==> config.mk <==
export PLATFORM = sky130hd
export DESIGN_NAME = burst_col_gen
export DESIGN_NICKNAME = d
export VERILOG_FILES = /design/src/rtl/burst_col_pkg.sv /design/src/rtl/burst_len_decode.sv /design/src/rtl/burst_beat_ctr.sv /design/src/rtl/burst_addr_map.sv /design/src/rtl/burst_col_gen.sv
export SDC_FILE = /design/constraint.sdc
export NUM_CORES = 1
export LEC_CHECK = 0
export ABC_CLOCK_PERIOD_IN_PS = 4700
export CAP_MARGIN = 20
export CORE_MARGIN = 2
export CORE_UTILIZATION = 50
export DETAILED_ROUTE_END_ITERATION = 10
export PLACE_DENSITY = 0.8
export SETUP_SLACK_MARGIN = 0.05
export SYNTH_ARGS = -nofsm -noshare
export SYNTH_HDL_FRONTEND = slang
export SYNTH_SLANG_ARGS = --single-unit
==> constraint.sdc <==
create_clock -name clk -period 4.7 [get_ports clk]
set_input_delay 0.94 -clock clk [delete_from_list [all_inputs] [get_ports clk]]
set_output_delay 0.94 -clock clk [all_outputs]
set_load 0.01 [all_outputs]
==> src/rtl/burst_col_pkg.sv <==
package burst_col_pkg;
   localparam int unsigned MAX_COL_W = 16;

   localparam logic [2:0] LEN_1    = 3'd0;
   localparam logic [2:0] LEN_2    = 3'd1;
   localparam logic [2:0] LEN_4    = 3'd2;
   localparam logic [2:0] LEN_8    = 3'd3;
   localparam logic [2:0] LEN_PAGE = 3'd7;

   // block mask (length-1) for a fixed-length code; reserved codes act as one beat
   function automatic logic [MAX_COL_W-1:0] fixed_mask(input logic [2:0] code);
      logic [MAX_COL_W-1:0] m;
      case (code)
         LEN_2:   m = MAX_COL_W'(1);
         LEN_4:   m = MAX_COL_W'(3);
         LEN_8:   m = MAX_COL_W'(7);
         default: m = '0;
      endcase
      return m;
   endfunction
endpackage

==> src/rtl/burst_len_decode.sv <==
module burst_len_decode
   import burst_col_pkg::*;
#(
   parameter int unsigned COL_W = 8
) (
   input  logic [2:0]       len_code,
   output logic [COL_W-1:0] blk_mask,
   output logic             page_mode
);
   localparam logic [MAX_COL_W-1:0] PAGE_MASK = MAX_COL_W'((1 << COL_W) - 1);

   logic [MAX_COL_W-1:0] wide_mask;

   always_comb begin
      page_mode = (len_code == LEN_PAGE);
      wide_mask = page_mode ? PAGE_MASK : fixed_mask(len_code);
      blk_mask  = wide_mask[COL_W-1:0];
   end
endmodule

==> src/rtl/burst_beat_ctr.sv <==
module burst_beat_ctr #(
   parameter int unsigned COL_W = 8
) (
   input  logic             clk,
   input  logic             rst_n,
   input  logic             load,
   input  logic             stop,
   input  logic [COL_W-1:0] blk_mask,
   input  logic             page_mode,
   output logic [COL_W-1:0] beat,
   output logic             active,
   output logic             final_beat
);
   logic at_end;

   always_comb begin
      at_end     = !page_mode && (beat == blk_mask);
      final_beat = active && at_end;
   end

   always_ff @(posedge clk) begin
      if (!rst_n) begin
         beat   <= '0;
         active <= 1'b0;
      end else if (load) begin
         beat   <= '0;
         active <= 1'b1;
      end else if (stop) begin
         active <= 1'b0;
      end else if (active) begin
         if (at_end) active <= 1'b0;
         else        beat   <= beat + COL_W'(1);
      end
   end
endmodule

==> src/rtl/burst_addr_map.sv <==
module burst_addr_map #(
   parameter int unsigned COL_W         = 8,
   parameter bit          INTERLEAVE_EN = 1'b1
) (
   input  logic [COL_W-1:0] base_col,
   input  logic [COL_W-1:0] beat,
   input  logic [COL_W-1:0] blk_mask,
   input  logic             page_mode,
   input  logic             xor_order,
   output logic [COL_W-1:0] col
);
   logic [COL_W-1:0] seq_sum;
   logic             use_xor;

   always_comb seq_sum = base_col + beat;

   generate
      if (INTERLEAVE_EN) begin : g_xor
         always_comb use_xor = xor_order && !page_mode;
      end else begin : g_seq_only
         logic unused_order;
         always_comb begin
            use_xor      = 1'b0;
            unused_order = xor_order;
         end
      end
   endgenerate

   generate
      for (genvar i = 0; i < COL_W; i++) begin : g_bit
         always_comb begin
            if (!blk_mask[i])  col[i] = base_col[i];
            else if (use_xor)  col[i] = base_col[i] ^ beat[i];
            else               col[i] = seq_sum[i];
         end
      end
   endgenerate
endmodule

==> src/rtl/burst_col_gen.sv <==
module burst_col_gen #(
   parameter int unsigned COL_W         = 8,
   parameter bit          INTERLEAVE_EN = 1'b1
) (
   input  logic             clk,
   input  logic             rst_n,
   input  logic             cmd_start,
   input  logic [COL_W-1:0] start_col,
   input  logic [2:0]       len_code,
   input  logic             interleave,
   input  logic             term,
   output logic [COL_W-1:0] col_addr,
   output logic             burst_active,
   output logic             last_beat
);
   generate
      if (COL_W < 3 || COL_W > burst_col_pkg::MAX_COL_W) begin : g_bad_width
         $error("burst_col_gen: COL_W must lie between 3 and MAX_COL_W");
      end
   endgenerate

   logic [COL_W-1:0] new_mask;
   logic             new_page;
   logic [COL_W-1:0] base_q;
   logic [COL_W-1:0] mask_q;
   logic             page_q;
   logic             ilv_q;
   logic [COL_W-1:0] beat;

   burst_len_decode #(.COL_W(COL_W)) u_dec (
      .len_code  (len_code),
      .blk_mask  (new_mask),
      .page_mode (new_page)
   );

   always_ff @(posedge clk) begin
      if (!rst_n) begin
         base_q <= '0;
         mask_q <= '0;
         page_q <= 1'b0;
         ilv_q  <= 1'b0;
      end else if (cmd_start) begin
         base_q <= start_col;
         mask_q <= new_mask;
         page_q <= new_page;
         ilv_q  <= interleave;
      end
   end

   burst_beat_ctr #(.COL_W(COL_W)) u_ctr (
      .clk        (clk),
      .rst_n      (rst_n),
      .load       (cmd_start),
      .stop       (term),
      .blk_mask   (mask_q),
      .page_mode  (page_q),
      .beat       (beat),
      .active     (burst_active),
      .final_beat (last_beat)
   );

   burst_addr_map #(.COL_W(COL_W), .INTERLEAVE_EN(INTERLEAVE_EN)) u_map (
      .base_col  (base_q),
      .beat      (beat),
      .blk_mask  (mask_q),
      .page_mode (page_q),
      .xor_order (ilv_q),
      .col       (col_addr)
   );
endmodule

* Word-level counts from Yosys, hierarchy flattened
Index checks and enable logic that the tools add are counted.
** Operators by class
- Bitwise logic cells :: 11
- Muxes and demuxes :: 22
- Reductions and logical operators :: 6
- Eq/ne operators :: 5
- $add $sub $neg :: 2
** Operators by type and width (count)
- 2-to-1 mux 1 bit :: 20
- case mux 3 bit (3 select lines) :: 1
- adder 8 x 1 -> 8 bit (second input constant) :: 1
- adder 8 bit :: 1
- equality test 8 bit :: 1
- 2-to-1 mux 8 bit :: 1
- bitwise XOR 1 bit :: 8
- equality test 3 x 2 -> 1 bit (second input constant) :: 2
- equality test 3 x 1 -> 1 bit (second input constant) :: 1
- equality test 3 bit (second input constant) :: 1
- logical AND 1 bit :: 3
- NOT 1 bit :: 3
- AND reduction 3 bit :: 1
- OR reduction 2 bit :: 1
- zero test 1 bit :: 1
** Storage, ports and cells
- Register bits :: 27
- Input port bits :: 16
- Output and inout port bits :: 10
- Logic and storage cells :: 52

* Logic depth before layout (Yosys ltp)
- Depth after elaboration :: 6
- Depth in mapped cells :: 7
- Mapped depth without buffers :: 7

* Hierarchy
Synthesis repeated with hierarchy kept, for this count alone.
** Second synthesis, totals
- Cells, all modules :: 194
- Area total of the unflattened synthesis :: 1751.7 um^2
** By module, submodules not included
- burst_col_gen :: sequential area each 360.3 um^2, instances 1, cells an instance 57, area an instance 688.2 um^2
- burst_beat_ctr :: sequential area each 180.2 um^2, instances 1, cells an instance 62, area an instance 536.8 um^2
- burst_addr_map :: sequential area each 0.0 um^2, instances 1, cells an instance 65, area an instance 452.9 um^2
- burst_len_decode :: sequential area each 0.0 um^2, instances 1, cells an instance 10, area an instance 73.8 um^2

* Worst setup path before layout
No wires, ideal clock.
- Kind :: register -> output
- From :: reg u_ctr.beat[0]
- To :: out col_addr[6]
- Buffers on the path :: 0
- Setup slack :: 1910 ps
- Data arrival time :: 1850 ps
- Required time :: 3760 ps
- Cell stages (with the launch flop) :: 8
- Cells stage by stage :: dfxtp_1 > ha_1 > fa_1 > a21o_1 > a31o_2 > a21oi_2 > xnor2_1 > mux2_2
** Between the ends
- Word-level cells in the longest chain between the ends :: 3
** Ends and longest elaborated chain
- from (decl) :: RTL line burst_beat_ctr.sv:10 : output logic [COL_W-1:0] beat,
- from (signal assigned) :: RTL line burst_beat_ctr.sv:32 : else beat <= beat + COL_W'(1);
- adder 8 bit :: RTL line burst_addr_map.sv:15 : always_comb seq_sum = base_col + beat;
- 2-to-1 mux 1 bit :: RTL line burst_addr_map.sv:33 : else if (use_xor) col[i] = base_col[i] ^ beat[i];
- 2-to-1 mux 1 bit :: RTL line burst_addr_map.sv:32 : if (!blk_mask[i]) col[i] = base_col[i];
- to (decl) :: RTL line burst_col_gen.sv:12 : output logic [COL_W-1:0] col_addr,
Every way passes these cells.

* Final worst setup path
Ends and elaborated chain as after synthesis.

==> results.toml <==
[status]
status = "finished, final reports clean"

[sta]
min_period_ns = 3.67
finalSetupViolCount = 0
fmax_mhz = 272
fin_setup_tns_ns = 0
worst_pin_slew_ns = 0.736
fin_crit_sh_pct = 78.2
rsz0062_at_grt = "no"
slew_viol_final = 0
hold_viol = 0
slew_headroom_pct = 50.8
clock_skew_ns = 0.00524

[cts]
hold_buffers = 0
clock_sinks = 22
clock_latency_ns = 0.31
post_cts_buffers = 0
path_clk_slew_ns = 0.12
numCtsBuffers = 3
cts_root_buffer = "clkbuf_4"
ctsResizeCount = 0
cts_tree = "done"
cts.path.max_buffers = 2
cts_max_level = 1

[floorplanning]
die_h_um = 55.7
start_util_pct = 53.4
core_um2 = 2500
die_w_um = 55.7
pin_count = 26
rows = 18
dieArea_um2 = 3100

[place]
hpwl_um = 2140
port_buffers = 25
place.gp.congestion = 0.844

[power]
p_total_w = 0.000370
p_seq_share_pct = 54.1
pwr-share-comb_pct = 18.0
p_sw_w = 0.0000906
vdd_drop_max_mv = 0.241
power_density_nw_per_um2 = 226
p_leak_nw = 0.720
p_int_w = 0.000280
pwr-share-clk_pct = 28.0
p_sw_share_pct = 24.5

[hold_path]
hold_class = "register to register"

[finish]
fillers = 228
area_growth_pct = 23.0
drive_gt1_share_pct = 8.33
num_antenna_cells = 0
layout.nets = 194

[routing]
ant_nets = 0
wl_per_cell_um = 13.5
drt_iter0_markers = 10
via_per_inst = 5.36
drt_pass1_iterations = 4
vias = 1062
drc = 0
totalWireLength_um = 2680

[logic_synthesis]
netlist_area_um2 = 1340
synth_area_leader_cell = "dfxtp_1"
synth_top_area_share_pct = 33.0
synth_commonest_cells = "dfxtp_1 (22), mux2i_1 (11), nor2_1 (11), nor2b_1 (10), xor2_1 (10)"
synth_edf_count = 0
synth.area.top_cells = "dfxtp_1 (33%), mux2i_1 (8.2%), ha_1 (7.5%), xor2_1 (6.6%), nor2b_1 (4.7%)"
postSynthNetCount = 168
avgSynthCellArea_um2 = 9.34
ys_warn_count = 0
synthFlopType = "dfxtp_1"
yosysSeqAreaShare_pct = 33.0
yosys.cell_types.count = 34
synthCells = 143
synth-seq-cells = 22
synthArstFlopShare_pct = 0
yosysMostFrequentCell = "dfxtp_1"

[worst_setup_path]
crit_type = "register to output pin"
crit_arrival_ns = 2.73
startpoint_type = "register"
worstPathRequired_ns = 3.76
end_kind = "output pin"
crit_fanout = 7

[global_route]
grt_pass1_vias = 1104
grt_usage_pct = 18.8
antenna_found_initial = 0
grt_overflow = 0
grt_pass1_wl_um = 4710
grt_start_max_net_pins = 17

[job]
cap_violations = 0
==> power groups by stage <==
stage / clock (W) / combinational [W] / sequential, W
detailed placement: 0 / 0.0000669 / 0.000205
floorplan: 0 / 0.0000365 / 0.000202
global route: 0.000114 / 0.0000734 / 0.000202
finish: 0.000104 / 0.0000665 / 0.000200
CTS: 0.000106 / 0.0000673 / 0.000200
global placement: 0 / 0.0000650 / 0.000204
==> placed cells by master (no fill, tap or decap), types with 5 or more instances in the layout <==
| cell | n |
|---|---|
| clkdlybuf4s50_1 | 25 |
| dfxtp_1 | 22 |
| mux2_2 | 5 |
| a21o_1 | 5 |
| nor2_1 | 11 |
| a21oi_1 | 6 |
| nand2_1 | 8 |
| ha_1 | 8 |
| xor2_1 | 10 |
| mux2i_1 | 11 |
| o21ai_0 | 5 |
| xnor2_1 | 6 |
| nor2b_1 | 10 |
==> state kept, by name, summed over array words and instances, names as in the netlist <==
| name | count |
|---|---|
| base_q | 8 |
| ilv_q | 1 |
| mask_q | 4 |
| u_ctr.active | 1 |
| u_ctr.beat | 8 |
==> critical path, cell delays in order, from the launching register on <==
cell and delay, ns:
dfxtp_1 0.40, ha_1 0.23, fa_1 0.39, a21o_1 0.21
a31o_2 0.25, a21oi_2 0.14, xnor2_1 0.12, mux2_2 0.16
clkdlybuf4s50_1 0.52
==> worst paths after layout <==
| check | slack (ns) | cells after the start | startpoint | endpoint |
|---|---|---|---|---|
| setup reg to reg | 3.19 | 5 | u_ctr.beat[7] | u_ctr.beat[1] |
| hold / removal | 0.54 | 2 | ilv_q | ilv_q |
| hold reg to reg | 0.54 | 2 | ilv_q | ilv_q |
| setup / recovery | 1.03 | 8 | u_ctr.beat[0] | col_addr[6] |
==> kinds of logic (layout without fill, tap and decap cells) <==
kind of cell,after synthesis,after routing,synth area share [%]
adders and majority gates,9,9,9.00
DFF,22,22,33.0
muxes,16,16,12.5
AOI/OAI and AO/OA,27,27,13.3
buffers and inverters,7,32,2.16
xor gates and xnor gates,16,16,10.5
and+or+nand+nor,46,46,19.6
==> metrics by stage <==
step / hold slack [ns] / utilization [%] / setup slack, ns / cells / area, um^2
floorplan: 0.484 / - / 1.91 / 143 / 1340
global placement: 0.510 / 64.2 / 1.41 / 194 / 1610
global route: 0.590 / 65.7 / 0.901 / 198 / 1640
CTS: 0.548 / 65.7 / 1.02 / 198 / 1640
finish: 0.542 / 65.7 / 1.03 / 198 / 1640
detailed placement: 0.522 / 64.2 / 1.38 / 194 / 1610
==> final cells by class <==
type / instances / area (um^2) / share of cell area [%]
Clock buffer: 4 / 36.3 / 2.21
Inverter: 3 / 11.3 / 0.686
Multi-Input combinational cell: 114 / 866 / 52.7
Sequential cell: 22 / 440 / 26.8
Tap cell: 30 / 37.5 / 2.29
Timing Repair Buffer: 25 / 250 / 15.2
==> routing by layer <==
metal | global-route usage [%] | share of wire, % | wire (um)
met1 | 22.4 | 45 | 1210
met4 | 8.36 | 1.8 | 48
met2 | 33.2 | 50 | 1350
met3 | 2.56 | 2.8 | 75
met5 | 0 | 0 | 0
No activity file was read; power rests on OpenSTA's default activity.
